File: config.mk
export PLATFORM = sky130hd
export DESIGN_NAME = vec_dispatch
export DESIGN_NICKNAME = d
export VERILOG_FILES = /design/src/rtl/vd_pkg.sv /design/src/rtl/vd_sync.sv /design/src/rtl/vd_addr.sv /design/src/rtl/vd_decode.sv /design/src/rtl/vec_dispatch.sv
export SDC_FILE = /design/constraint.sdc
export NUM_CORES = 1
export LEC_CHECK = 0
export ABC_CLOCK_PERIOD_IN_PS = 3400
export BUFFER_PORTS_ARGS = -buffer_cell sky130_fd_sc_hd__buf_2
export CORE_MARGIN = 2
export CORE_UTILIZATION = 49
export DETAILED_ROUTE_END_ITERATION = 8
export PLACE_DENSITY = 0.77
export SYNTH_ARGS = -nofsm -noshare
export SYNTH_HDL_FRONTEND = slang
export SYNTH_SLANG_ARGS = --single-unit
File: constraint.sdc
create_clock -name clk -period 3.4 [get_ports clk]
set_input_delay 0.17 -clock clk [delete_from_list [all_inputs] [get_ports clk]]
set_output_delay 0.17 -clock clk [all_outputs]
set_load 0.01 [all_outputs]
File: src/rtl/vd_pkg.sv
package vd_pkg;
  localparam int unsigned VEC_W = 8;

  typedef enum logic [2:0] {
    ST_IDLE   = 3'd0,
    ST_CALC   = 3'd1,
    ST_READ   = 3'd2,
    ST_DECODE = 3'd3,
    ST_DONE   = 3'd4
  } vd_state_e;

  typedef enum logic [1:0] {
    GATE_NONE = 2'b00,
    GATE_INTR = 2'b01,
    GATE_TRAP = 2'b10,
    GATE_RSVD = 2'b11
  } vd_gate_e;
endpackage

File: src/rtl/vd_sync.sv
module vd_sync #(
  parameter int unsigned STAGES = 2
) (
  input  logic clk,
  input  logic rst_n,
  input  logic d,
  output logic q
);
  logic [STAGES-1:0] chain_q;

  generate
    if (STAGES == 1) begin : g_one
      always_ff @(posedge clk or negedge rst_n) begin
        if (!rst_n) chain_q <= '0;
        else        chain_q <= d;
      end
    end else begin : g_many
      always_ff @(posedge clk or negedge rst_n) begin
        if (!rst_n) chain_q <= '0;
        else        chain_q <= {chain_q[STAGES-2:0], d};
      end
    end
  endgenerate

  assign q = chain_q[STAGES-1];
endmodule

File: src/rtl/vd_addr.sv
module vd_addr #(
  parameter int unsigned ADDR_W = 32,
  parameter int unsigned LEN_W  = 16,
  parameter int unsigned VEC_W  = 8
) (
  input  logic [VEC_W-1:0]  vec,
  input  logic              wide,
  input  logic [ADDR_W-1:0] base,
  input  logic [LEN_W-1:0]  len,
  output logic [ADDR_W-1:0] addr,
  output logic              oob
);
  localparam int unsigned OFF_W = VEC_W + 5;
  localparam int unsigned CMP_W = (LEN_W > OFF_W) ? LEN_W : OFF_W;

  logic [OFF_W-1:0] off;
  logic [OFF_W-1:0] size;
  logic [OFF_W-1:0] off_end;
  logic [CMP_W-1:0] end_c;
  logic [CMP_W-1:0] len_c;

  always_comb begin
    off     = wide ? {1'b0, vec, 4'b0000} : {2'b00, vec, 3'b000};
    size    = wide ? OFF_W'(16) : OFF_W'(8);
    off_end = off + size;
    end_c   = CMP_W'(off_end);
    len_c   = CMP_W'(len);
    oob     = end_c > len_c;
    addr    = base + ADDR_W'(off);
  end
endmodule

File: src/rtl/vd_decode.sv
module vd_decode
  import vd_pkg::*;
#(
  parameter int unsigned ADDR_W = 32
) (
  input  logic [ADDR_W+1:0] desc,
  output logic [ADDR_W-1:0] handler,
  output logic              clr_ie,
  output logic              bad
);
  vd_gate_e gate;

  always_comb begin
    handler = desc[ADDR_W-1:0];
    gate    = vd_gate_e'(desc[ADDR_W+1:ADDR_W]);
    clr_ie  = (gate == GATE_INTR);
    bad     = !((gate == GATE_INTR) || (gate == GATE_TRAP));
  end
endmodule

File: src/rtl/vec_dispatch.sv
module vec_dispatch
  import vd_pkg::*;
#(
  parameter int unsigned ADDR_W      = 32,
  parameter int unsigned LEN_W       = 16,
  parameter int unsigned SYNC_STAGES = 2
) (
  input  logic              clk,
  input  logic              rst_n,
  input  logic              tbl_wr,
  input  logic [ADDR_W-1:0] tbl_base_in,
  input  logic [LEN_W-1:0]  tbl_len_in,
  input  logic              mode_wide,
  input  logic              ie_set,
  input  logic              ext_req,
  input  logic [7:0]        ext_vec,
  input  logic              exc_req,
  input  logic [7:0]        exc_vec,
  output logic              mem_req,
  output logic [ADDR_W-1:0] mem_addr,
  input  logic              mem_ready,
  input  logic [ADDR_W+1:0] mem_rdata,
  output logic              busy,
  output logic              done,
  output logic              fault,
  output logic [ADDR_W-1:0] target,
  output logic              ie
);
  localparam int unsigned DESC_W = ADDR_W + 2;

  vd_state_e         state_q, state_d;
  logic [ADDR_W-1:0] tbl_base_q;
  logic [LEN_W-1:0]  tbl_len_q;
  logic [VEC_W-1:0]  vec_q, vec_d;
  logic              wide_q;
  logic [ADDR_W-1:0] addr_q;
  logic [DESC_W-1:0] desc_q;
  logic [ADDR_W-1:0] target_q;
  logic              fault_q, fault_d;
  logic              ie_q, ie_d;
  logic              ext_s, ext_last_q, ext_rise;
  logic              acc_exc, acc_ext, accept;
  logic              en_addr, en_desc, en_fault, en_target;
  logic [ADDR_W-1:0] calc_addr;
  logic              calc_oob;
  logic [ADDR_W-1:0] dec_handler;
  logic              dec_clr, dec_bad;

  vd_sync #(.STAGES(SYNC_STAGES)) u_sync (
    .clk(clk), .rst_n(rst_n), .d(ext_req), .q(ext_s)
  );

  vd_addr #(.ADDR_W(ADDR_W), .LEN_W(LEN_W), .VEC_W(VEC_W)) u_addr (
    .vec(vec_q), .wide(wide_q), .base(tbl_base_q), .len(tbl_len_q),
    .addr(calc_addr), .oob(calc_oob)
  );

  vd_decode #(.ADDR_W(ADDR_W)) u_dec (
    .desc(desc_q), .handler(dec_handler), .clr_ie(dec_clr), .bad(dec_bad)
  );

  // Request arbitration: the synchronous source has priority.
  always_comb begin
    ext_rise = ext_s & ~ext_last_q;
    acc_exc  = (state_q == ST_IDLE) & exc_req;
    acc_ext  = (state_q == ST_IDLE) & ~exc_req & ext_rise & ie_q;
    accept   = acc_exc | acc_ext;
    vec_d    = acc_exc ? exc_vec : ext_vec;
  end

  // Next-state logic
  always_comb begin
    state_d = state_q;
    unique case (state_q)
      ST_IDLE:   if (accept) state_d = ST_CALC;
      ST_CALC:   state_d = calc_oob ? ST_DONE : ST_READ;
      ST_READ:   if (mem_ready) state_d = ST_DECODE;
      ST_DECODE: state_d = ST_DONE;
      ST_DONE:   state_d = ST_IDLE;
      default:   state_d = ST_IDLE;
    endcase
  end

  always_comb begin
    en_addr   = (state_q == ST_CALC);
    en_desc   = (state_q == ST_READ) & mem_ready;
    en_fault  = (state_q == ST_CALC) | (state_q == ST_DECODE);
    fault_d   = (state_q == ST_CALC) ? calc_oob : dec_bad;
    en_target = (state_q == ST_DECODE) & ~dec_bad;
    ie_d      = ie_q;
    if (ie_set) ie_d = 1'b1;
    if ((state_q == ST_DECODE) && dec_clr) ie_d = 1'b0;
  end

  always_ff @(posedge clk or negedge rst_n) begin
    if (!rst_n) begin
      state_q    <= ST_IDLE;
      ext_last_q <= 1'b0;
      ie_q       <= 1'b0;
      fault_q    <= 1'b0;
      tbl_base_q <= '0;
      tbl_len_q  <= '0;
      vec_q      <= '0;
      wide_q     <= 1'b0;
      addr_q     <= '0;
      desc_q     <= '0;
      target_q   <= '0;
    end else begin
      state_q    <= state_d;
      ext_last_q <= ext_s;
      ie_q       <= ie_d;
      if (tbl_wr) begin
        tbl_base_q <= tbl_base_in;
        tbl_len_q  <= tbl_len_in;
      end
      if (accept) begin
        vec_q  <= vec_d;
        wide_q <= mode_wide;
      end
      if (en_addr)   addr_q   <= calc_addr;
      if (en_fault)  fault_q  <= fault_d;
      if (en_desc)   desc_q   <= mem_rdata;
      if (en_target) target_q <= dec_handler;
    end
  end

  assign mem_req  = (state_q == ST_READ);
  assign mem_addr = addr_q;
  assign busy     = (state_q != ST_IDLE);
  assign done     = (state_q == ST_DONE);
  assign fault    = done & fault_q;
  assign target   = target_q;
  assign ie       = ie_q;

  assert_done_pulse_R7: assert property (@(posedge clk) disable iff (!rst_n)
    done |=> !done);

  assert_read_hold_R4: assert property (@(posedge clk) disable iff (!rst_n)
    (mem_req && !mem_ready) |=> (mem_req && $stable(mem_addr)));

  assert_limit_no_read_R3: assert property (@(posedge clk) disable iff (!rst_n)
    (state_q == ST_CALC && calc_oob) |=> (done && fault && !mem_req));

  assert_ie_clear_at_done_R5: assert property (@(posedge clk) disable iff (!rst_n)
    $fell(ie) |-> (done && !fault));

  assert_exc_always_taken_R9: assert property (@(posedge clk) disable iff (!rst_n)
    (!busy && exc_req) |=> busy);

  assert_ext_masked_R8: assert property (@(posedge clk) disable iff (!rst_n)
    (!busy && !exc_req && !ie) |=> !busy);
endmodule

==> flow_metrics.tcl, run 1 <==
set metrics [dict create \
    n_antenna_cell 0 \
    slowest_delay_ns 0.43 \
    synth.most_common_cell "dfrtp_1" \
    crit_path_frequent_cell "buf_4" \
    synth_area_leaders "dfrtp_1, mux2_2, nand2_1" \
    yosysTopAreaCellShare 0.554 \
    pre_cts_ws_ns 0.0459 \
    final_cell_area_um2 9890 \
    cp_top_family "simple AND/OR/NAND/NOR gates" \
    grt_antenna_before_repair 0 \
    dp_hpwl_um 11600 \
    std_cell_rows 44 \
    cts_buffers 17 \
    synth_seq_cells 163 \
    holdPathStages 3 \
    synthDistinctLibCells 57 \
    avgViaCountPerCell 5.20 \
    h-tree-depth 4 \
    cp_data_required_time_ns 3.68 \
    hold_violations 0 \
    tightest_slew_ns 1.02 \
    insertion_delay_ns 0.43 \
    netlist_instances 621 \
    ys.flop_type "dfrtp_1" \
    cts_tree "done" \
    syn_avg_cell_area_um2 11.8 \
    numPortBuffers 174 \
    core_um2 14600 \
    grt_pass1_vias 5901 \
    r2r_cells 13 \
    ys_top_cells_by_count "dfrtp_1, mux2_2, nand2_1" \
    crit_chain "buf_4, mux2i_1, or3_4, nor3_4, xnor2_1, ha_1, and2_1, a221o_1, a21oi_1, nor2b_1, o311ai_2, buf_4, o221ai_1" \
    grt_pass1_wl_um 29600 \
    placed_cell_area_um2 8480 \
    whs_ns 0.00768 \
    wl_per_cell_um 16.6 \
    die_w_um 127 \
    async_reset_ff_frac 1.00 \
    die_h_um 127 \
    start_util 0.504 \
    clock.fmax_mhz 317 \
    cts.sinks 163 \
    start_kind "flip-flop" \
    layout.nets 1013 \
    power_mw 8.14 \
    end_kind "flip-flop" \
    r2r_end "fault_q" \
    drt_first_pass_iters 4 \
    crit_fanout 15 \
    netlist_area_um2 7360 \
    powerDensity_nw_per_um2 823 \
    p_leak_nw 4.67 \
    totalWireLength_um 17900 \
    critical_path_class "reg2reg" \
    yosys.area.top_type "dfrtp_1" \
    clockBufferDepth 2 \
    grt_overflow 0 \
    syn_nets 749 \
    slew_headroom 0.323 \
    worst-r2r-setup-slack_ns 0.25 \
    fin_crit_ns 3.15 \
    cap_violations 0 \
    vdd_ir_drop_max_uv 574 \
    drc_errors 0 \
    path_clk_slew_ns 0.06 \
    grt_max_degree 85 \
    grt_usage 0.234 \
    setup_viol 0 \
    whs_endpoint "ie" \
    critPathArrivalTime_ns 3.43 \
    r2r_start "wide_q" \
    yosysWarnings 0 \
    rsz0062_at_grt "no" \
    worst_path_max_delay_cell "dfrtp_1" \
    worstHoldPathType "in2reg" \
    synth_edf_count 0 \
    slew_viol_final 0 \
    fin_tns_setup_ns 0 \
    critPathBufInv 2 \
    gp_congestion 0.802 \
    io_pins 175 \
    clock_skew_ns 0.00943 \
    via_count 5618 \
    final.setup.worst_slack_ns 0.249 \
    outcome "finished, final reports clean" \
    final_layout_size_suffix_gt1_frac 0.368 \
    cts_setup_buffers 0 \
    area_growth_pct 34.4 \
    clockRootBuffer "clkbuf_16" \
    ys_seq_area_frac 0.554 \
    drt_iter0_drc 321 \
    ant_nets 0 \
    die-area_um2 16000 \
    post-route-period-util 0.927 \
    hp-start "ie_set" \
]
==> worst max path at each step <==
stage / from / to / slack (ns) / cells after the start
5_1_grt: wide_q / fault_q / 0.02 / 15
6_report: wide_q / fault_q / 0.25 / 13
3_5_place_dp: vec_q[1] / fault_q / 0.05 / 15
4_1_cts: vec_q[1] / fault_q / 0.02 / 15
2_1_floorplan: wide_q / fault_q / 0.02 / 16
3_3_place_gp: vec_q[1] / fault_q / 0.21 / 15
==> state kept, by name, summed over array words and instances (netlist names), 2 cells and up <==
| name | count |
|---|---|
| tbl_base_q | 32 |
| vec_q | 8 |
| target | 32 |
| mem_addr | 32 |
| desc_q | 34 |
| tbl_len_q | 16 |
| state_q | 3 |
| u_sync.chain_q | 2 |
==> metal layers <==
layer  up-vias  global-route usage  routed length (um)
li1       2711                   -                   -
met1      2743               0.288                7690
met2       145               0.398                8920
met3        19              0.0810                1150
met4         0              0.0549                 181
met5         -                   0                   0
==> cell usage in the layout, fill, tap and decap left out, types with 3 or more instances in the layout <==
cell type	n
nor3_1	5
nor4b_1	3
a21o_1	5
inv_1	26
buf_4	14
mux2i_1	5
clkbuf_16	17
dlygate4sd3_1	82
ha_1	21
xor2_1	18
nand2_1	76
clkinv_4	5
o22ai_1	8
o21ai_0	55
nor2b_1	4
dfrtp_1	162
and2_1	5
nand3_1	8
nor2_1	17
xnor2_1	11
nand4_1	7
mux2_2	100
buf_2	173
a21oi_1	7
or3_1	3
a31oi_1	4
a211oi_1	4
==> power by group <==
group | leakage, nW | switching (mW) | total (mW) | internal (mW)
Sequential | 1.96 | 0.446 | 3.11 | 2.66
Combinational | 2.43 | 1.69 | 3.18 | 1.49
Clock | 0.278 | 0.800 | 1.85 | 1.05
==> cell type report <==
class,count,area [um2]
Sequential cell,163,4080
Clock buffer,21,460
Inverter,27,101
Fill cell,1036,4700
Multi-Input combinational cell,406,3110
Timing Repair Buffer,270,1800
Clock inverter,10,101
Tap cell,184,230
==> through the flow <==
| step | utilization | std cells |
|---|---|---|
| finish | 0.678 | 1081 |
| global route | 0.678 | 1081 |
| CTS | 0.676 | 1081 |
| detailed placement | 0.581 | 968 |
| global placement | 0.581 | 968 |
| floorplan | - | 621 |
==> logic make-up after synthesis <==
kind of cell             share of synthesized area
XOR/XNOR                                    0.0345
flip-flops                                   0.554
AO/OA/AOI/OAI                               0.0823
multiplexers                                 0.160
adder cells (fa/ha/maj)                     0.0384
AND/OR/NAND/NOR                              0.103
buffers and inverters                       0.0281
==> timing repair <==
item                                    in CTS  in global routing
hold endpoints to repair                   162                  0
endpoints found under the setup margin       0                  3
resized for setup                            0                  5
hold buffers                                82                  0
==> worst min-delay path, cell delays in order <==
cell and delay (ns):
buf_2 0.10, nor2_1 0.08, a41oi_1 0.05
No activity file was read; power rests on OpenSTA's default activity.
==> run 2, diff against run 1 <==
--- a/config.mk
+++ b/config.mk
@@ -8,9 +8,10 @@
 export ABC_CLOCK_PERIOD_IN_PS = 3400
 export BUFFER_PORTS_ARGS = -buffer_cell sky130_fd_sc_hd__buf_2
 export CORE_MARGIN = 2
-export CORE_UTILIZATION = 49
+export CORE_UTILIZATION = 50
+export CTS_BUF_LIST = sky130_fd_sc_hd__clkbuf_4 sky130_fd_sc_hd__clkbuf_8
 export DETAILED_ROUTE_END_ITERATION = 8
-export PLACE_DENSITY = 0.77
+export PLACE_DENSITY = 0.78
 export SYNTH_ARGS = -nofsm -noshare
 export SYNTH_HDL_FRONTEND = slang
 export SYNTH_SLANG_ARGS = --single-unit
==> flow_metrics.tcl, run 2 (synthesized netlist as in run 1, its figures left out) <==
set metrics [dict create \
    largest_reg_flops 34 \
    drt_first_pass_iters 5 \
    std_cell_rows 44 \
    cts_tree "done" \
    worstHoldPathType "in2reg" \
    core_um2 14500 \
    gp_congestion 0.777 \
    die_w_um 125 \
    cts_buffers 17 \
    final_cell_area_um2 9880 \
    whs_ns 0.0281 \
    crit_fanout 6 \
    clock_skew_ns 0.0174 \
    critPathArrivalTime_ns 3.58 \
    die_h_um 125 \
    grt_pass1_wl_um 30100 \
    totalWireLength_um 18200 \
    via_count 5772 \
    start_util 0.508 \
    grt_pass1_vias 6082 \
    grt_max_degree 102 \
    placed_cell_area_um2 8470 \
    io_pins 175 \
    area_growth_pct 34.3 \
    layout_commonest_cell "buf_2" \
    numPortBuffers 174 \
    post-route-period-util 0.955 \
    die-area_um2 15700 \
    cap_violations 0 \
    p_leak_nw 4.65 \
    dp_hpwl_um 11300 \
    vdd_ir_drop_max_uv 580 \
    setup_viol 0 \
    fillers 1017 \
    outcome "finished, final reports clean" \
    clockBufferDepth 2 \
    grt_usage 0.242 \
    grt_antenna_before_repair 1 \
    layout.nets 1021 \
    tightest_slew_ns 1.14 \
    ant_nets 0 \
    final_layout_size_suffix_gt1_frac 0.366 \
    path_clk_slew_ns 0.09 \
    fin_crit_ns 3.25 \
    slew_headroom 0.238 \
    fin_tns_setup_ns 0 \
    cts.sinks 163 \
    end_kind "flip-flop" \
    drc_errors 0 \
    h-tree-depth 4 \
    avgViaCountPerCell 5.29 \
    drt_iter0_drc 272 \
    insertion_delay_ns 0.46 \
    clock.fmax_mhz 308 \
    critical_path_class "reg2reg" \
    slew_viol_final 0 \
    top_register "desc_q" \
    clockRootBuffer "clkbuf_8" \
    layout_common_cells "buf_2, dfrtp_1, mux2_2" \
    grt_overflow 0 \
    cts_setup_buffers 0 \
    rsz0062_at_grt "no" \
    wl_per_cell_um 16.7 \
    powerDensity_nw_per_um2 799 \
    hold_violations 0 \
    start_kind "flip-flop" \
    cp_data_required_time_ns 3.73 \
]
[run 2: changes by cell type in the layout (fill, tap and decap cells not counted), sizes merged]
cell	previous run	this run
bufinv	1	4
clkinvlp	0	2
inv	28	31
buf	188	185
clkinv	8	3
dlygate4sd3	82	93
diode	0	1
clkbuf	21	19
[run 2: final cells by class]
type,instances,area (um2),area share
clock buffer,19,262,0.0265
antenna,1,2.50,0.000253
clock inverter,13,195,0.0197
tap,184,230,0.0233
sequential,163,4080,0.413
timing repair buffer,278,1900,0.193
inverter,27,101,0.0103
multi-input combinational,406,3110,0.314
[run 2: power breakdown]
| group | leakage, nW | internal [mW] | total, mW | switching [mW] |
|---|---|---|---|---|
| combinational | 2.46 | 1.50 | 3.19 | 1.70 |
| sequential | 1.96 | 2.65 | 3.09 | 0.441 |
| clock | 0.226 | 0.854 | 1.61 | 0.760 |
[run 2: timing repair]
action                     CTS  global route
gates resized for setup      0             6
hold endpoints to repair   189             0
setup endpoints to repair    0             3
hold buffers                93             0
[run 2: critical path, stage by stage (launching register included)]
cell and delay (ns):
dfrtp_2 0.45, a21oi_1 0.17, ha_1 0.16, a21oi_1 0.06
or3_4 0.42, nor3_2 0.18, xnor2_1 0.14, ha_1 0.24
and2_1 0.15, a221o_1 0.34, a21oi_2 0.17, nor2b_1 0.08
o311ai_2 0.28, buf_4 0.18, o221ai_1 0.10
[run 2: worst paths after layout]
kind                       slack [ns]         startpoint  depth (start not counted)           endpoint
setup / recovery                 0.15           vec_q[0]                         14            fault_q
hold / removal                   0.03         exc_vec[7]                          3           vec_q[7]
setup reg to reg                 0.15           vec_q[0]                         14            fault_q
hold reg to reg                  0.36  u_sync.chain_q[0]                          0  u_sync.chain_q[1]
max in group asynchronous        2.22              rst_n                          3        mem_addr[5]
min in group asynchronous        0.36              rst_n                          2       mem_addr[11]
[run 2: metal layers]
layer | wire [um] | GRT usage | up-vias
met5 | 0 | 0 | -
met4 | 465 | 0.0908 | 0
met3 | 1200 | 0.0697 | 36
met2 | 9080 | 0.418 | 196
met1 | 7430 | 0.287 | 2816
li1 | - | - | 2724
[run 2: metrics by stage]
stage	std cells	total power [mW]	utilization	worst slack [ns]
2_1_floorplan	621	5.09	-	0.0242
3_3_place_gp	965	6.05	0.585	0.237
3_5_place_dp	965	6.16	0.585	0.119
4_1_cts	1090	7.87	0.681	0.0479
5_1_grt	1091	8.47	0.683	0.00564
6_report	1091	7.90	0.683	0.152
